<file path="src/rtl/iobus_pkg.sv">
package iobus_pkg;

  localparam int IO_AW = 16;

  typedef enum logic [2:0] {
    TGT_NONE,
    TGT_LED,
    TGT_UART,
    TGT_LCD,
    TGT_PMEM,
    TGT_VRAM
  } io_target_e;

  // LCD line index carried in address bits 5..4
  typedef enum logic [1:0] {
    LCDL_RS  = 2'd0,
    LCDL_RW  = 2'd1,
    LCDL_EN  = 2'd2,
    LCDL_DAT = 2'd3
  } lcd_line_e;

  // Prefix match of variable length: 2 bits for the memories, 10 for the rest.
  function automatic io_target_e classify(input logic [IO_AW-1:0] a);
    if (a[15:14] == 2'b10) return TGT_PMEM;
    if (a[15:14] == 2'b11) return TGT_VRAM;
    if (a[15:8] != 8'h00)  return TGT_NONE;
    case (a[7:6])
      2'b00:   return TGT_LED;
      2'b10:   return TGT_UART;
      2'b11:   return TGT_LCD;
      default: return TGT_NONE;
    endcase
  endfunction

  // Only the first two offsets of the UART window are real registers.
  function automatic logic uart_slot_ok(input logic [IO_AW-1:0] a);
    return a[5:1] == 5'd0;
  endfunction

endpackage

</file>
<file path="src/rtl/iobus_decode.sv">
module iobus_decode
  import iobus_pkg::*;
(
  input  logic             clk,
  input  logic             rst,
  input  logic [IO_AW-1:0] addr,
  input  logic             wr,
  input  logic             rd,
  output logic             led_we,
  output logic [3:0]       lcd_we,
  output logic             uart_wr,
  output logic             uart_rd,
  output logic             pmem_we,
  output logic             vram_we
);

  io_target_e tgt;
  logic       uart_hit;

  assign tgt      = classify(addr);
  assign uart_hit = (tgt == TGT_UART) && uart_slot_ok(addr);

  assign led_we  = wr && (tgt == TGT_LED);
  assign uart_wr = wr && uart_hit;
  assign uart_rd = rd && uart_hit;
  assign pmem_we = wr && (tgt == TGT_PMEM);
  assign vram_we = wr && (tgt == TGT_VRAM);

  for (genvar g = 0; g < 4; g++) begin : g_lcd_sel
    assign lcd_we[g] = wr && (tgt == TGT_LCD) && (addr[5:4] == 2'(g));
  end

  // a read never produces a write strobe
  assert_rd_no_wstb_R10: assert property (@(posedge clk) disable iff (rst)
    (rd && !wr) |-> !(led_we || (|lcd_we) || uart_wr || pmem_we || vram_we));

  // UART strobes only on the two register offsets
  assert_uart_offsets_R3: assert property (@(posedge clk) disable iff (rst)
    (uart_wr || uart_rd) |-> (addr[15:1] == 15'h0040));

endmodule

</file>
<file path="src/rtl/iobus_regs.sv">
module iobus_regs #(
  parameter int LED_W = 8
) (
  input  logic             clk,
  input  logic             rst,
  input  logic             led_we,
  input  logic [3:0]       lcd_we,
  input  logic [7:0]       wd,
  output logic [LED_W-1:0] led,
  output logic [2:0]       lcd_line,
  output logic [3:0]       nibble
);

  localparam int LINES = 3;

  always_ff @(posedge clk) begin
    if (rst)         led <= '0;
    else if (led_we) led <= wd[LED_W-1:0];
  end

  for (genvar g = 0; g < LINES; g++) begin : g_line
    always_ff @(posedge clk) begin
      if (rst)            lcd_line[g] <= 1'b0;
      else if (lcd_we[g]) lcd_line[g] <= wd[0];
    end

    // selected line follows write-data bit 0
    assert_line_load_R5: assert property (@(posedge clk) disable iff (rst)
      lcd_we[g] |=> (lcd_line[g] == $past(wd[0])));

    // line holds without a write to its own window
    assert_line_hold_R7: assert property (@(posedge clk) disable iff (rst)
      !lcd_we[g] |=> $stable(lcd_line[g]));
  end

  always_ff @(posedge clk) begin
    if (rst)            nibble <= '0;
    else if (lcd_we[3]) nibble <= wd[7:4];
  end

  // LED register takes the low data byte
  assert_led_load_R1: assert property (@(posedge clk) disable iff (rst)
    led_we |=> (led == $past(wd[LED_W-1:0])));

  // LED register holds otherwise
  assert_led_hold_R2: assert property (@(posedge clk) disable iff (rst)
    !led_we |=> $stable(led));

  // nibble comes from data bits 7..4
  assert_nibble_load_R6: assert property (@(posedge clk) disable iff (rst)
    lcd_we[3] |=> (nibble == $past(wd[7:4])));

endmodule

</file>
<file path="src/rtl/iobus_rdpath.sv">
module iobus_rdpath #(
  parameter int DATA_W = 16
) (
  input  logic              clk,
  input  logic              rst,
  input  logic              uart_rd,
  input  logic [DATA_W-1:0] uart_data,
  output logic [DATA_W-1:0] rdata
);

  always_ff @(posedge clk) begin
    if (rst)          rdata <= '0;
    else if (uart_rd) rdata <= uart_data;
    else              rdata <= '0;
  end

  // registered UART response one cycle after the strobe
  assert_uart_resp_R4: assert property (@(posedge clk) disable iff (rst)
    uart_rd |=> (rdata == $past(uart_data)));

  // every other cycle answers zero
  assert_zero_resp_R4: assert property (@(posedge clk) disable iff (rst)
    !uart_rd |=> (rdata == '0));

endmodule

</file>
<file path="src/rtl/iobus_router.sv">
module iobus_router #(
  parameter int DATA_W  = 16,
  parameter int LED_W   = 8,
  parameter int PMEM_AW = 14,
  parameter int VRAM_AW = 13
) (
  input  logic               clk,
  input  logic               rst,
  input  logic [15:0]        io_addr,
  input  logic [DATA_W-1:0]  io_wdata,
  input  logic               io_wr,
  input  logic               io_rd,
  output logic [DATA_W-1:0]  io_rdata,
  output logic [LED_W-1:0]   led_out,
  output logic               uart_wr_stb,
  output logic               uart_rd_stb,
  output logic               uart_reg_sel,
  input  logic [DATA_W-1:0]  uart_rd_data,
  output logic               lcd_rs,
  output logic               lcd_rw,
  output logic               lcd_en,
  output logic [3:0]         lcd_nibble,
  output logic               pmem_wr_stb,
  output logic [PMEM_AW-1:0] pmem_offset,
  output logic               vram_wr_stb,
  output logic [VRAM_AW-1:0] vram_offset,
  output logic [DATA_W-1:0]  per_wdata
);

  import iobus_pkg::*;

  logic       led_we;
  logic [3:0] lcd_we;
  logic [2:0] lcd_line;

  iobus_decode u_dec (
    .clk     (clk),
    .rst     (rst),
    .addr    (io_addr),
    .wr      (io_wr),
    .rd      (io_rd),
    .led_we  (led_we),
    .lcd_we  (lcd_we),
    .uart_wr (uart_wr_stb),
    .uart_rd (uart_rd_stb),
    .pmem_we (pmem_wr_stb),
    .vram_we (vram_wr_stb)
  );

  iobus_regs #(.LED_W(LED_W)) u_regs (
    .clk      (clk),
    .rst      (rst),
    .led_we   (led_we),
    .lcd_we   (lcd_we),
    .wd       (io_wdata[7:0]),
    .led      (led_out),
    .lcd_line (lcd_line),
    .nibble   (lcd_nibble)
  );

  iobus_rdpath #(.DATA_W(DATA_W)) u_rd (
    .clk       (clk),
    .rst       (rst),
    .uart_rd   (uart_rd_stb),
    .uart_data (uart_rd_data),
    .rdata     (io_rdata)
  );

  assign lcd_rs       = lcd_line[LCDL_RS];
  assign lcd_rw       = lcd_line[LCDL_RW];
  assign lcd_en       = lcd_line[LCDL_EN];
  assign uart_reg_sel = io_addr[0];
  assign pmem_offset  = io_addr[PMEM_AW-1:0];
  assign vram_offset  = io_addr[VRAM_AW-1:0];
  assign per_wdata    = io_wdata;

  // one target at most per access
  assert_one_target_R10: assert property (@(posedge clk) disable iff (rst)
    $onehot0({led_we, |lcd_we, uart_wr_stb, pmem_wr_stb, vram_wr_stb}));

  // program-memory strobe only for prefix 10 writes
  assert_pmem_prefix_R8: assert property (@(posedge clk) disable iff (rst)
    pmem_wr_stb |-> (io_wr && io_addr[15:14] == 2'b10));

  // video strobe only for prefix 11 writes
  assert_vram_prefix_R9: assert property (@(posedge clk) disable iff (rst)
    vram_wr_stb |-> (io_wr && io_addr[15:14] == 2'b11));

endmodule

</file>
<file path="config.mk">
export PLATFORM = sky130hd
export DESIGN_NAME = iobus_router
export DESIGN_NICKNAME = d
export VERILOG_FILES = /design/src/rtl/iobus_pkg.sv /design/src/rtl/iobus_decode.sv /design/src/rtl/iobus_regs.sv /design/src/rtl/iobus_rdpath.sv /design/src/rtl/iobus_router.sv
export SDC_FILE = /design/constraint.sdc
export NUM_CORES = 1
export LEC_CHECK = 0
export ABC_CLOCK_PERIOD_IN_PS = 4900
export CORE_MARGIN = 5
export CORE_UTILIZATION = 34
export DETAILED_ROUTE_END_ITERATION = 8
export MAX_ROUTING_LAYER = met4
export PLACE_DENSITY_LB_ADDON = 0.15
export SYNTH_ARGS = -nofsm -noshare
export SYNTH_HDL_FRONTEND = slang
export SYNTH_SLANG_ARGS = --single-unit
</file>
<file path="constraint.sdc">
create_clock -name clk -period 4.9 [get_ports clk]
set_clock_uncertainty 0.2 [all_clocks]
set_input_delay 1.47 -clock clk [delete_from_list [all_inputs] [get_ports clk]]
set_output_delay 1.47 -clock clk [all_outputs]
set_load 0.01 [all_outputs]
</file>
==> impl_results.md <==
- Main combinational cell family by area after synthesis: simple AND/OR/NAND/NOR gates
- CTS tree: built
- Slew @ Worst Pin: 0.8087 ns
- Sink Count: 31
- Post-Place Cells: 322
- Setup TNS: 0 ns
- IO Port Bufs: 110
- Post-route minimum period: 4.788 ns
- Design area: 2768 um^2
- Commonest non-fill, non-tap cell in the layout: clkdlybuf4s50_1
- Post-CTS setup buffers: 0
- Synth cell types: 24
- Final Cycle Share: 97.71%
- Synth Warn #: 0
- Clk_lat worst skew: 0.27 ns
- Achievable frequency: 0.2089 GHz
- Critical Path AT: 3.12 ns
- Syn_nets: 238
- Core ar.: 4817 um^2
- Syn avg cell area: 9.401 um^2
- Largest net degree at the start of global routing: 29
- Setup crit start kind: primary input
- Area Growth Syn to Fin: 60.87%
- Area after DPL: 2641 um^2
- RSZ-0062 raised after global routing: false
- Final Max Slew Viols: 0
- Crit-path cells: clkdlybuf4s50_1 > or4_4 > or4_4 > nor2_2 > buf_4
- Max VDD drop: 170.5 uV
- Dpl hpwl: 3654 um
- Post-Syn Area: 1720 um^2
- DR vias: 1439
- Total grt overflow: 0
- Status: finished clean
- Pre-antenna DRT Iters: 4
- Cell chosen for the clock root: clkbuf_8
- Synth Area in Compound Gates: 0.4364%
- Post-Synth Simple-Gate Area: 27.20%
- Critical path data required time: 3.23 ns
- Die Area: 6583 um^2
- Vias per cell: 4.361
- Power Density: 208.3 nW/um^2
- Register clock-pin slew on the reported worst setup and hold paths: 0.06 ns
- Post-Route Utilization: 57.45%
- Most frequent cells in the layout: clkdlybuf4s50_1 (104), dfxtp_1 (31), nand2b_1 (23), inv_1 (18)
- # H-tree levels: 2
- Endpoint type of the worst setup path: primary output
- Hold Path Class: reg -> reg
- Vias in the first global route: 1482
- Routed WL: 4540 um
- Most used cell, CP: or4_4
- Cell at the slowest stage of the critical path: or4_4
- Leak pwr: 0.001088 uW
- DRC viols: 0
- Die height: 81.14 um
- Hold Vio Cnt, Final: 0
- Initial DRC count: 35
- Post-Synth XOR/XNOR Area: 0%
- Adder-cell area share of the yosys netlist: 2.182%
- Number of diodes: 0
- First-pass GRT wire length: 7065 um
- All-Layer GR Usage: 14.24%
- Antenna viol nets, final: 0
- Synthesis-stage register bit count: 31
- Initial core utilization: 35.71%
- Layout cell share with drive strength beyond 1: 14.07%
- Max Cap Viol: 0
- Number of buffers created by CTS: 5
- CP Max Fanout: 3
- Post-synthesis mux area share: 8.727%
- Post-Synthesis Cells: 183
- Crit path kind: in -> out
- IO Pins: 131
- Delay of the slowest critical-path stage: 0.56 ns
- Row cnt: 25
- Clk buf depth: 2
- Slew margin rel.: 45.92%
- Initial antenna violation count: 0
- Die Width: 81.14 um
- Sequential area share after synthesis: 36.07%
- Gpl congestion: 0.7096
- Drt wl/cell: 13.76 um
- Post-Layout Cell Count: 330
- Final setup fails: 0
- Fin nets: 317
## area by class of cell
| cell class | instances | area [um^2] |
|---|---|---|
| well taps | 67 | 83.83 |
| multi-input cells | 82 | 686.9 |
| fillers | 443 | 2049 |
| clock buffers | 8 | 100.1 |
| inverters | 18 | 67.56 |
| flip-flops and latches | 31 | 620.6 |
| repair buffers | 124 | 1209 |
## metal layers
layer,vias up,track usage [%],routed length [um]
li1,729,-,-
met1,628,14.99,1793
met2,69,23.56,2135
met3,13,6.208,521
met4,0,5.405,89
met5,-,-,0
## report_power, final
part           total, uW  switching (uW)  internal (uW)
clock                216            87.8            128
sequential           252          0.0198            252
combinational        109            40.3           68.3
## flip-flops by register name, summed over array words and instances, names as in the netlist
| name | count |
|---|---|
| u_regs.nibble | 4 |
| u_regs.lcd_line | 3 |
| u_regs.led | 8 |
| u_rd.rdata | 16 |
## critical path, delay by kind of cell
family	cells	cell delay, ns
AND/OR/NAND/NOR	3	1.09
buffers and inverters	2	0.55
## timing repair
action / CTS / global route
hold buffers: 0 / 0
gates resized for setup: 9 / 9
pin swaps: 0 / 4
endpoints found under the setup margin: 2 / 2
## metrics by stage
step	total power, uW	hold WS (ns)	worst slack, ns
final	576.5	0.2724	0.1120
after global routing	606.3	0.3074	0.04566
after CTS	584.7	0.2757	-0.002180
after detailed placement	365.9	0.2665	-0.4621
after global placement	365.2	0.2600	-0.4715
after floorplan	314.9	0.2926	0.2548
## logic make-up (layout without fill, tap and decap cells)
group | Yosys count | in the layout
AO/OA/AOI/OAI | 1 | 1
multiplexers | 15 | 15
flip-flops | 31 | 31
adder cells (fa/ha/maj) | 3 | 3
buffers and inverters | 70 | 150
AND/OR/NAND/NOR | 63 | 63
## cell usage after synthesis
cell | count | share of area (%)
and2_1 | 1 | 0.36
and3_1 | 1 | 0.36
and4_1 | 1 | 0.51
buf_2 | 1 | 0.29
buf_4 | 44 | 19
buf_6 | 1 | 0.65
clkbuf_1 | 6 | 1.3
dfxtp_1 | 31 | 36
ha_1 | 3 | 2.2
inv_1 | 18 | 3.9
mux2i_1 | 15 | 8.7
nand2_1 | 1 | 0.22
nand2b_1 | 23 | 8.4
nand3_1 | 2 | 0.58
nand4_1 | 2 | 0.73
nand4b_1 | 2 | 1.0
nor2_1 | 3 | 0.65
nor4_1 | 13 | 4.7
nor4_2 | 8 | 5.8
nor4_4 | 1 | 1.2
o21bai_1 | 1 | 0.44
or4_1 | 3 | 1.3
or4_4 | 1 | 0.65
or4bb_1 | 1 | 0.65
## final timing paths
path	start	to	slack, ns	cells past startpoint
worst max register to register	u_regs.lcd_line[1]$_SDFFE_PP0P_	u_regs.lcd_line[1]$_SDFFE_PP0P_	4.09	2
worst min-delay path	u_regs.led[3]$_SDFFE_PP0P_	u_regs.led[3]$_SDFFE_PP0P_	0.27	2
worst min register to register	u_regs.led[3]$_SDFFE_PP0P_	u_regs.led[3]$_SDFFE_PP0P_	0.27	2
worst max-delay path	io_addr[11]	uart_rd_stb	0.11	5
Power figures use the tool's default switching activity.
